<file path="src/rtl/trap_pkg.sv">
package trap_pkg;
  localparam int CauseW = 3;

  typedef enum logic [CauseW-1:0] {
    CAUSE_NONE    = 3'd0,
    CAUSE_IRQ     = 3'd1,
    CAUSE_PCFAULT = 3'd2,
    CAUSE_ILLEGAL = 3'd3,
    CAUSE_OVF     = 3'd4,
    CAUSE_DADDR   = 3'd5
  } causeCode_t;

  // control -> datapath strobes
  typedef struct packed {
    logic       take;
    causeCode_t cause;
  } trapStrobe_t;

  // datapath -> control: state of the commit-point instruction
  typedef struct packed {
    logic       valid;
    logic       exc;
    causeCode_t cause;
  } commitStat_t;
endpackage

</file>
<file path="src/rtl/trap_datapath.sv">
module trap_datapath
  import trap_pkg::*;
#(
  parameter int PcW = 32,
  parameter logic [PcW-1:0] HandlerPc = '0
) (
  input  logic           clk,
  input  logic           rstN,
  input  logic           fetchValid,
  input  logic [PcW-1:0] fetchPc,
  input  logic           fetchPcFault,
  input  logic           decIllegal,
  input  logic           exeOverflow,
  input  trapStrobe_t    strobe,
  output commitStat_t    mStat,
  output logic [PcW-1:0] redirectPc,
  output logic [CauseW-1:0] causeReg,
  output logic [PcW-1:0] epcReg,
  output logic           memCommit,
  output logic           wbValid,
  output logic [PcW-1:0] wbPc
);
  logic dValid, eValid, mValid;
  logic dExc, eExc, mExc;
  causeCode_t dCause, eCause, mCause;
  logic [PcW-1:0] dPc, ePc, mPc;

  always_ff @(posedge clk or negedge rstN) begin
    if (!rstN) begin
      dValid <= 1'b0; eValid <= 1'b0; mValid <= 1'b0; wbValid <= 1'b0;
      dExc <= 1'b0; eExc <= 1'b0; mExc <= 1'b0;
      dCause <= CAUSE_NONE; eCause <= CAUSE_NONE; mCause <= CAUSE_NONE;
      dPc <= '0; ePc <= '0; mPc <= '0; wbPc <= '0;
      causeReg <= '0; epcReg <= '0;
    end else begin
      // fetch -> decode
      dValid <= fetchValid & ~strobe.take;
      dExc   <= fetchValid & fetchPcFault;
      dCause <= CAUSE_PCFAULT;
      dPc    <= fetchPc;
      // decode -> execute, older flag wins
      eValid <= dValid & ~strobe.take;
      eExc   <= dValid & (dExc | decIllegal);
      eCause <= dExc ? dCause : CAUSE_ILLEGAL;
      ePc    <= dPc;
      // execute -> memory
      mValid <= eValid & ~strobe.take;
      mExc   <= eValid & (eExc | exeOverflow);
      mCause <= eExc ? eCause : CAUSE_OVF;
      mPc    <= ePc;
      // memory -> writeback
      wbValid <= mValid & ~strobe.take;
      wbPc    <= mPc;
      if (strobe.take) begin
        causeReg <= strobe.cause;
        epcReg   <= mPc;
      end
    end
  end

  assign mStat      = '{valid: mValid, exc: mExc, cause: mCause};
  assign memCommit  = mValid & ~strobe.take;
  assign redirectPc = HandlerPc;


  cause_epc_load_chk: assert property (@(posedge clk) disable iff (!rstN)
    strobe.take |=> (causeReg == $past(strobe.cause)) && (epcReg == $past(mPc)));

  cause_hold_chk: assert property (@(posedge clk) disable iff (!rstN)
    !strobe.take |=> $stable(causeReg) && $stable(epcReg));

  flush_chk: assert property (@(posedge clk) disable iff (!rstN)
    strobe.take |=> !dValid && !eValid && !mValid && !wbValid);

  take_needs_instr_chk: assert property (@(posedge clk) disable iff (!rstN)
    strobe.take |-> mValid && !memCommit);
endmodule

</file>
<file path="src/rtl/trap_control.sv">
module trap_control
  import trap_pkg::*;
(
  input  logic        clk,
  input  logic        rstN,
  input  logic        irqAsync,
  input  logic        memAddrFault,
  input  commitStat_t mStat,
  output trapStrobe_t strobe
);
  logic irqS1, irqS2, irqS3, irqHeld;
  logic irqRise, irqReq, faultHere;

  always_ff @(posedge clk or negedge rstN) begin
    if (!rstN) begin
      irqS1 <= 1'b0; irqS2 <= 1'b0; irqS3 <= 1'b0; irqHeld <= 1'b0;
    end else begin
      irqS1   <= irqAsync;
      irqS2   <= irqS1;
      irqS3   <= irqS2;
      irqHeld <= irqReq & ~strobe.take;
    end
  end

  assign irqRise   = irqS2 & ~irqS3;
  assign irqReq    = irqHeld | irqRise;
  assign faultHere = mStat.exc | memAddrFault;

  always_comb begin
    strobe.take  = mStat.valid & (irqReq | faultHere);
    strobe.cause = CAUSE_NONE;
    if (irqReq)          strobe.cause = CAUSE_IRQ;
    else if (mStat.exc)  strobe.cause = mStat.cause;
    else if (memAddrFault) strobe.cause = CAUSE_DADDR;
  end


  irq_hold_chk: assert property (@(posedge clk) disable iff (!rstN)
    (irqHeld && !mStat.valid) |=> irqHeld);

  irq_override_chk: assert property (@(posedge clk) disable iff (!rstN)
    (irqHeld && mStat.valid) |-> strobe.take && (strobe.cause == CAUSE_IRQ));

  irq_clear_chk: assert property (@(posedge clk) disable iff (!rstN)
    (strobe.take && strobe.cause == CAUSE_IRQ) |=> !irqHeld);
endmodule

</file>
<file path="src/rtl/trap_commit.sv">
module trap_commit
  import trap_pkg::*;
#(
  parameter int PcW = 32,
  parameter logic [PcW-1:0] HandlerPc = 32'h0000_0080
) (
  input  logic           clk,
  input  logic           rstN,
  input  logic           fetchValid,
  input  logic [PcW-1:0] fetchPc,
  input  logic           fetchPcFault,
  input  logic           decIllegal,
  input  logic           exeOverflow,
  input  logic           memAddrFault,
  input  logic           irqAsync,
  output logic           killFetch,
  output logic           killDecode,
  output logic           killExecute,
  output logic           killWriteback,
  output logic           redirectValid,
  output logic [PcW-1:0] redirectPc,
  output logic [2:0]     causeOut,
  output logic [PcW-1:0] epcOut,
  output logic           memCommit,
  output logic           wbValid,
  output logic [PcW-1:0] wbPc
);
  trapStrobe_t strobe;
  commitStat_t mStat;

  trap_control u_ctrl (
    .clk(clk), .rstN(rstN), .irqAsync(irqAsync), .memAddrFault(memAddrFault),
    .mStat(mStat), .strobe(strobe)
  );

  trap_datapath #(.PcW(PcW), .HandlerPc(HandlerPc)) u_dp (
    .clk(clk), .rstN(rstN), .fetchValid(fetchValid), .fetchPc(fetchPc),
    .fetchPcFault(fetchPcFault), .decIllegal(decIllegal), .exeOverflow(exeOverflow),
    .strobe(strobe), .mStat(mStat), .redirectPc(redirectPc), .causeReg(causeOut),
    .epcReg(epcOut), .memCommit(memCommit), .wbValid(wbValid), .wbPc(wbPc)
  );

  assign redirectValid = strobe.take;
  assign killFetch     = strobe.take;
  assign killDecode    = strobe.take;
  assign killExecute   = strobe.take;
  assign killWriteback = strobe.take;
endmodule

</file>
<file path="config.mk">
export PLATFORM = sky130hd
export DESIGN_NAME = trap_commit
export DESIGN_NICKNAME = d
export VERILOG_FILES = /design/src/rtl/trap_pkg.sv /design/src/rtl/trap_datapath.sv /design/src/rtl/trap_control.sv /design/src/rtl/trap_commit.sv
export SDC_FILE = /design/constraint.sdc
export NUM_CORES = 1
export LEC_CHECK = 0
export BUFFER_PORTS_ARGS = -buffer_cell sky130_fd_sc_hd__buf_2
export CORE_ASPECT_RATIO = 1.25
export CORE_MARGIN = 1
export CORE_UTILIZATION = 38
export CTS_CLUSTER_SIZE = 28
export DETAILED_ROUTE_END_ITERATION = 16
export HOLD_SLACK_MARGIN = 0.12
export PLACE_DENSITY = 0.66
export SLEW_MARGIN = 25
export SYNTH_ARGS = -nofsm -noshare
export SYNTH_HDL_FRONTEND = slang
export SYNTH_SLANG_ARGS = --single-unit
</file>
<file path="constraint.sdc">
create_clock -name clk -period 4.35 [get_ports clk]
set_input_delay 0.2175 -clock clk [delete_from_list [all_inputs] [get_ports clk]]
set_output_delay 0.2175 -clock clk [all_outputs]
set_load 0.03 [all_outputs]
</file>
==> run_results.csv, run 1 <==
group,metric,value,unit
yosys,ys_warn_count,0,
yosys,synth_area,0.00546,mm^2
place,dp_cells,561,
yosys,synth.top_cell.area_share,82.5,%
sta,slew_viol_final,0,
place,place_ws,2.49,ns
global_route,grt_max_degree,109,
critical_path,required,4.13,ns
layout,num_antenna_cells,0,
floorplanning,core_area,0.0139,mm^2
yosys,synth.yosys.seq_area_share,82.5,%
critical_path,path_class,"in2out",
floorplanning,dieArea,0.0149,mm^2
global_route,grt_overflow,0,
critical_path,crit_arrival,2.06,ns
critical_path,critical-path-max-stage-delay,0.52,ns
global_route,grt_pass1_vias,2657,
sta,setup_slack,2.07,ns
layout,layout-drive-gt1-share,39.7,%
worst_hold_path,worstHoldStart,"u_dp.ePc[22]",
cts,clkSinkCount,180,
yosys,synth-seq-cells,180,
cts,cts_tree,"built",
sta,tightest_slew,0.655,ns
critical_path,worstSetupStartpoint,"memAddrFault",
critical_path,cp_max_fo,38,
cts,path_clk_slew,0.07,ns
worst_hold_path,hold_path_class,"reg2reg",
global_route,grtUsageTotal,11.9,%
critical_path,crit_slowest_cell,"dlygate4sd3_1",
drt,ant_nets,0,
sta,finalCritPeriodShare,52.4,%
critical_path,path_cells,"dlygate4sd3_1, buf_2, or2_4, o31ai_4, inv_4, buf_2",
cts,cts_hold_buf,40,
drt,drt_pre_antenna_iters,3,
global_route,grt_pass1_wl,13.0,mm
sta,finalClockSkew,0.0119,ns
layout,final_nets,485,
cts,clock_path_buffers,2,
yosys,yosysTopAreaCell,"dfrtp_1",
sta,slew_headroom,56.3,%
cts,ctsRootBufferMaster,"clkbuf_16",
drt,routed_wl,8.16,mm
place,io_buffers,113,
critical_path,cpMostUsedCell,"buf_2",
critical_path,worst_setup_path_start_kind,"input pin",
sta,fmax,439,MHz
sta,final-hold-violation-count,0,
yosys,syn_area_per_cell,19.5,um^2
pwr,ir_worst_vdd,317,uV
drt,wl_per_cell,12.9,um
pwr,power_leakage,3.42,nW
layout,final_util,50.6,%
cts,clk_latency,0.41,ns
yosys,synth_cells,280,
layout,final_cells,633,
floorplanning,die_height,136,um
cts,cts_resized,0,
drt,viasPerCell,4.09,
drt,drt_iter0_drc,78,
layout,nFillCells,1167,
floorplanning,start_util,39.2,%
global_route,antenna_found_initial,0,
layout,fin_area,0.00705,mm^2
yosys,synth_cell_types,21,
sta,finalSetupViolCount,0,
cts,cts_max_level,4,
place,postPlaceCellArea,0.00608,mm^2
floorplanning,rows,48,
yosys,synth.area.top_cells,"dfrtp_1 (83%), mux2_4 (7.7%), buf_4 (5.0%), mux2_2 (0.83%), and2_1 (0.80%)",
drt,remaining_drc_errors,0,
layout,area_growth,29.1,%
sta,fin_hold_ws,0.343,ns
floorplanning,die_w,109,um
floorplanning,ios,146,
cts,post-cts-setup-buffer-count,0,
pwr,p_per_area,649,mW/mm^2
flow_run,cap_violations,0,
sta,fin_setup_tns,0,ns
critical_path,rr_startpoint,"u_ctrl.irqS3",
status,status,"finished clean",
cts,cts_buffers,17,
sta,rsz0062_at_grt,"false",
sta,period_needed,2.28,ns
place,gp_congestion,0.708,
place,dp_hpwl,5.16,mm
drt,vias,2588,
pwr,power,4.57,mW
critical_path,end_kind,"output pin",
-- Yosys cell counts (all sizes together) --
library cell,n
o32a,1
nand2b,1
inv,5
o31ai,1
buf,39
mux2,32
or2,2
a211o,1
a22o,1
conb,2
dfrtp,180
nor2b,1
a21oi,2
nand2,1
and2,7
o21a,2
nor3,2
-- per-layer routing --
| layer | GRT usage, % | wire (um) |
|---|---|---|
| met1 | 14.3 | 3440 |
| met2 | 19.3 | 4240 |
| met3 | 3.60 | 391 |
| met4 | 6.22 | 92 |
| met5 | 0 | 0 |
-- power breakdown --
part | total, mW | leakage [nW] | internal, mW | switching [mW]
logic | 1.09 | 1.04 | 0.427 | 0.666
registers | 2.05 | 2.11 | 1.92 | 0.128
clock network | 1.43 | 0.277 | 0.783 | 0.651
-- cells in the final DEF, fill, tap and decap left out, types with 2 or more instances in the layout --
master	count
dfrtp_1	180
inv_1	4
buf_2	112
dlygate4sd3_1	40
inv_8	3
clkinv_2	2
and2_1	7
clkinvlp_4	2
clkbuf_8	2
a21oi_1	2
inv_6	6
conb_1	33
mux2_4	28
clkbuf_16	17
o21a_1	2
nor3_1	2
mux2_2	4
-- path summary, 6_finish.rpt --
| check | slack [ns] | cells after the start | endpoint |
|---|---|---|---|
| worst max-delay path | 2.07 | 6 | killExecute |
| worst min-delay path | 0.34 | 0 | u_dp.mPc[22] |
| worst max register to register | 2.52 | 4 | u_dp.epcReg[0] |
| worst min register to register | 0.34 | 0 | u_dp.mPc[22] |
| max in group asynchronous | 2.98 | 3 | u_dp.ePc[17] |
| min in group asynchronous | 0.37 | 2 | u_dp.dPc[12] |
-- worst max-delay path: cells and delay by family --
| family | cells | cell delay [ns] |
|---|---|---|
| buffers and inverters | 4 | 1.21 |
| AOI/OAI and AO/OA | 1 | 0.33 |
| and+or+nand+nor | 1 | 0.26 |
-- state kept, by name (all words and copies together), names as in the netlist, 2 cells and up --
register / count
u_dp.causeReg: 3
u_dp.dPc: 32
u_dp.wbPc: 32
u_dp.epcReg: 32
u_dp.ePc: 32
u_dp.mPc: 32
u_dp.mCause: 3
u_dp.eCause: 2
-- final cells by class --
| type | instances | area (um^2) | share of cell area [%] |
|---|---|---|---|
| Clock inverter | 13 | 111 | 1.58 |
| Sequential cell | 180 | 4500 | 63.9 |
| Tap cell | 175 | 219 | 3.11 |
| Inverter | 5 | 21.3 | 0.302 |
| Multi-Input combinational cell | 87 | 748 | 10.6 |
| Timing Repair Buffer | 154 | 992 | 14.1 |
| Clock buffer | 19 | 453 | 6.43 |
-- cells by family after synthesis --
group           count (synthesis)  share of synthesized area [%]
simple gates                   14                           1.56
buf+inv                        44                           5.91
mux                            32                           8.53
compound gates                  8                           1.35
flops                         180                           82.5
other cells                     2                          0.138
Power figures use the tool's default switching activity.
==> run 2, diff against run 1 <==
Settings changed: ABC_AREA set to 1.
Clock period 4.35 ns to 2.2 ns, I/O delays scaled along.
==> run 2 against run 1 <==
Net effect:
- clock skew is 0.0021 ns lower
- clock power is 120% higher
- total power is 99% higher
- highest routed layer unchanged
==> run_results.csv, run 2 <==
group,metric,value,unit
critical_path,r2r_end,"u_dp.mValid",
critical_path,crit_slowest_cell,"dfrtp_1",
cts,ctsRootBufferMaster,"clkbuf_16",
sta,fin_setup_tns,0,ns
critical_path,end_kind,"output pin",
status,status,"finished clean",
yosys,synth-seq-cells,180,
cts,post-cts-setup-buffer-count,0,
critical_path,worst_setup_path_start_kind,"register",
global_route,grt_pass1_vias,3136,
critical_path,critical-path-max-stage-delay,0.46,ns
place,io_buffers,113,
critical_path,path_class,"reg2out",
floorplanning,dieArea,0.0149,mm^2
sta,period_needed,2.04,ns
critical_path,required,2.09,ns
floorplanning,die_w,109,um
flow_run,cap_violations,0,
yosys,synth.area.top_cells,"dfrtp_1 (82%), nand2_1 (5.5%), buf_4 (4.9%), nand3_1 (3.0%), inv_1 (1.1%)",
yosys,async_reset_ff_share,100,%
cts,clk_latency,0.41,ns
drt,routed_wl,9.43,mm
drt,vias,3045,
pwr,ir_worst_vdd,584,uV
yosys,synth.most_common_cell,"dfrtp_1",
floorplanning,ios,146,
critical_path,r2r_slack,0.70,ns
layout,layout_common_cells,"dfrtp_1 (180), buf_2 (112), nand2_1 (80), dlygate4sd3_1 (42)",
yosys,yosysTopAreaCell,"dfrtp_1",
drt,drt_iter0_drc,120,
cts,cts_buffers,17,
sta,fin_hold_ws,0.333,ns
sta,finalClockSkew,0.00987,ns
critical_path,r2r_cells,5,
pwr,power_leakage,3.67,nW
global_route,grt_pass1_wl,15.3,mm
cts,cts_max_level,4,
place,postPlaceCellArea,0.00611,mm^2
critical_path,critPathCapture,"killDecode",
critical_path,path_cells,"nor2_4, nand3b_4, nand2_4, inv_1, buf_2",
sta,rsz0062_at_grt,"false",
layout,area_growth,30.4,%
sta,finalSetupViolCount,0,
place,gp_congestion,0.802,
cts,clkSinkCount,180,
drt,viasPerCell,4.19,
place,dp_hpwl,5.67,mm
layout,num_antenna_cells,0,
critical_path,cp_max_fo,36,
sta,slew_viol_final,0,
yosys,syn_area_per_cell,14.6,um^2
layout,final_nets,578,
global_route,antenna_found_initial,0,
layout,layout-drive-gt1-share,27.6,%
cts,clock_path_buffers,2,
yosys,synth.top_cell.area_share,82.1,%
critical_path,crit_arrival,1.93,ns
yosys,synth_area,0.00548,mm^2
drt,remaining_drc_errors,0,
floorplanning,core_area,0.0139,mm^2
yosys,yosys-top-cells-count,"dfrtp_1 (180), nand2_1 (80), buf_4 (36)",
critical_path,worstSetupStartpoint,"u_dp.mExc",
sta,fmax,491,MHz
floorplanning,start_util,39.4,%
global_route,grt_max_degree,87,
layout,fin_area,0.00715,mm^2
global_route,grtUsageTotal,13.9,%
worst_hold_path,hold_path_class,"in2reg",
pwr,p_per_area,1270,mW/mm^2
floorplanning,rows,48,
sta,final-hold-violation-count,0,
yosys,synth_cell_types,15,
yosys,ys_warn_count,0,
layout,mostFrequentLayoutCell,"dfrtp_1",
yosys,synth_cells,375,
drt,wl_per_cell,13.0,um
global_route,grt_overflow,0,
critical_path,rr_startpoint,"u_dp.mExc",
sta,finalCritPeriodShare,92.7,%
drt,ant_nets,0,
layout,final_util,51.3,%
sta,setup_slack,0.162,ns
cts,path_clk_slew,0.07,ns
floorplanning,die_height,136,um
yosys,synth.yosys.seq_area_share,82.1,%
drt,drt_pre_antenna_iters,4,
yosys,ys.flop_type,"dfrtp_1",
place,place_ws,0.577,ns
yosys,synth-edff-count,0,
cts,cts_tree,"built",
-- run 2: cell type report --
cell class / instances / area (um^2)
flip-flops and latches: 180 / 4500
fillers: 1201 / 6780
clock buffers: 18 / 429
repair buffers: 159 / 1050
clock inverters: 14 / 196
well taps: 175 / 219
inverters: 16 / 60.1
multi-input cells: 164 / 697
-- run 2: what timing repair did --
| item | 4_1_cts | 5_1_grt |
|---|---|---|
| endpoints found under the setup margin | 0 | 0 |
| hold buffers | 42 | 0 |
| endpoints found under the hold margin | 218 | 0 |
| gates resized for setup | 0 | 0 |
-- run 2: worst min-delay path by stage --
stage	cells past startpoint	slack, ns	endpoint	startpoint
after global placement	1	-0.007	u_dp.ePc[0]	rstN
after global routing	2	0.32	u_dp.dPc[8]	fetchPc[8]
after floorplan	0	-0.19	u_ctrl.irqHeld	rstN
after CTS	2	0.30	u_dp.dPc[24]	fetchPc[24]
final	2	0.33	u_ctrl.irqS1	irqAsync
after detailed placement	1	0.0008	u_dp.ePc[0]	rstN
-- run 2: critical path: cells and delay by family, from the launching register on --
kind                   cells  cell delay [ns]
DFF                        1             0.46
buffers and inverters      2             0.44
and+or+nand+nor            3             0.58
-- run 2: cells by family after synthesis --
logic type	synth area share, %
DFF	82.1
and+or+nand+nor	10.4
buffers and inverters	7.28
other	0.137
AOI/OAI and AO/OA	0.0912
-- run 2: metal layers --
| metal | GRT usage [%] | wire length (um) | vias to the layer above |
|---|---|---|---|
| met2 | 23.1 | 5100 | 116 |
| met3 | 3.93 | 495 | 15 |
| met1 | 16.2 | 3640 | 1499 |
| met4 | 7.63 | 195 | 0 |
| met5 | 0 | 0 | - |
| li1 | - | - | 1415 |
-- run 2: power breakdown --
group          internal, mW  switching, mW  total [mW]  leakage [nW]
Sequential             3.77          0.239        4.01          2.13
Clock                  1.83           1.31        3.15         0.304
Combinational         0.519           1.42        1.94          1.23
-- run 2: through the flow --
step / total power [mW] / cells
3_5_place_dp: 5.98 / 652
3_3_place_gp: 5.92 / 652
6_report: 9.09 / 726
4_1_cts: 9.23 / 726
2_1_floorplan: 5.41 / 406
5_1_grt: 9.55 / 726
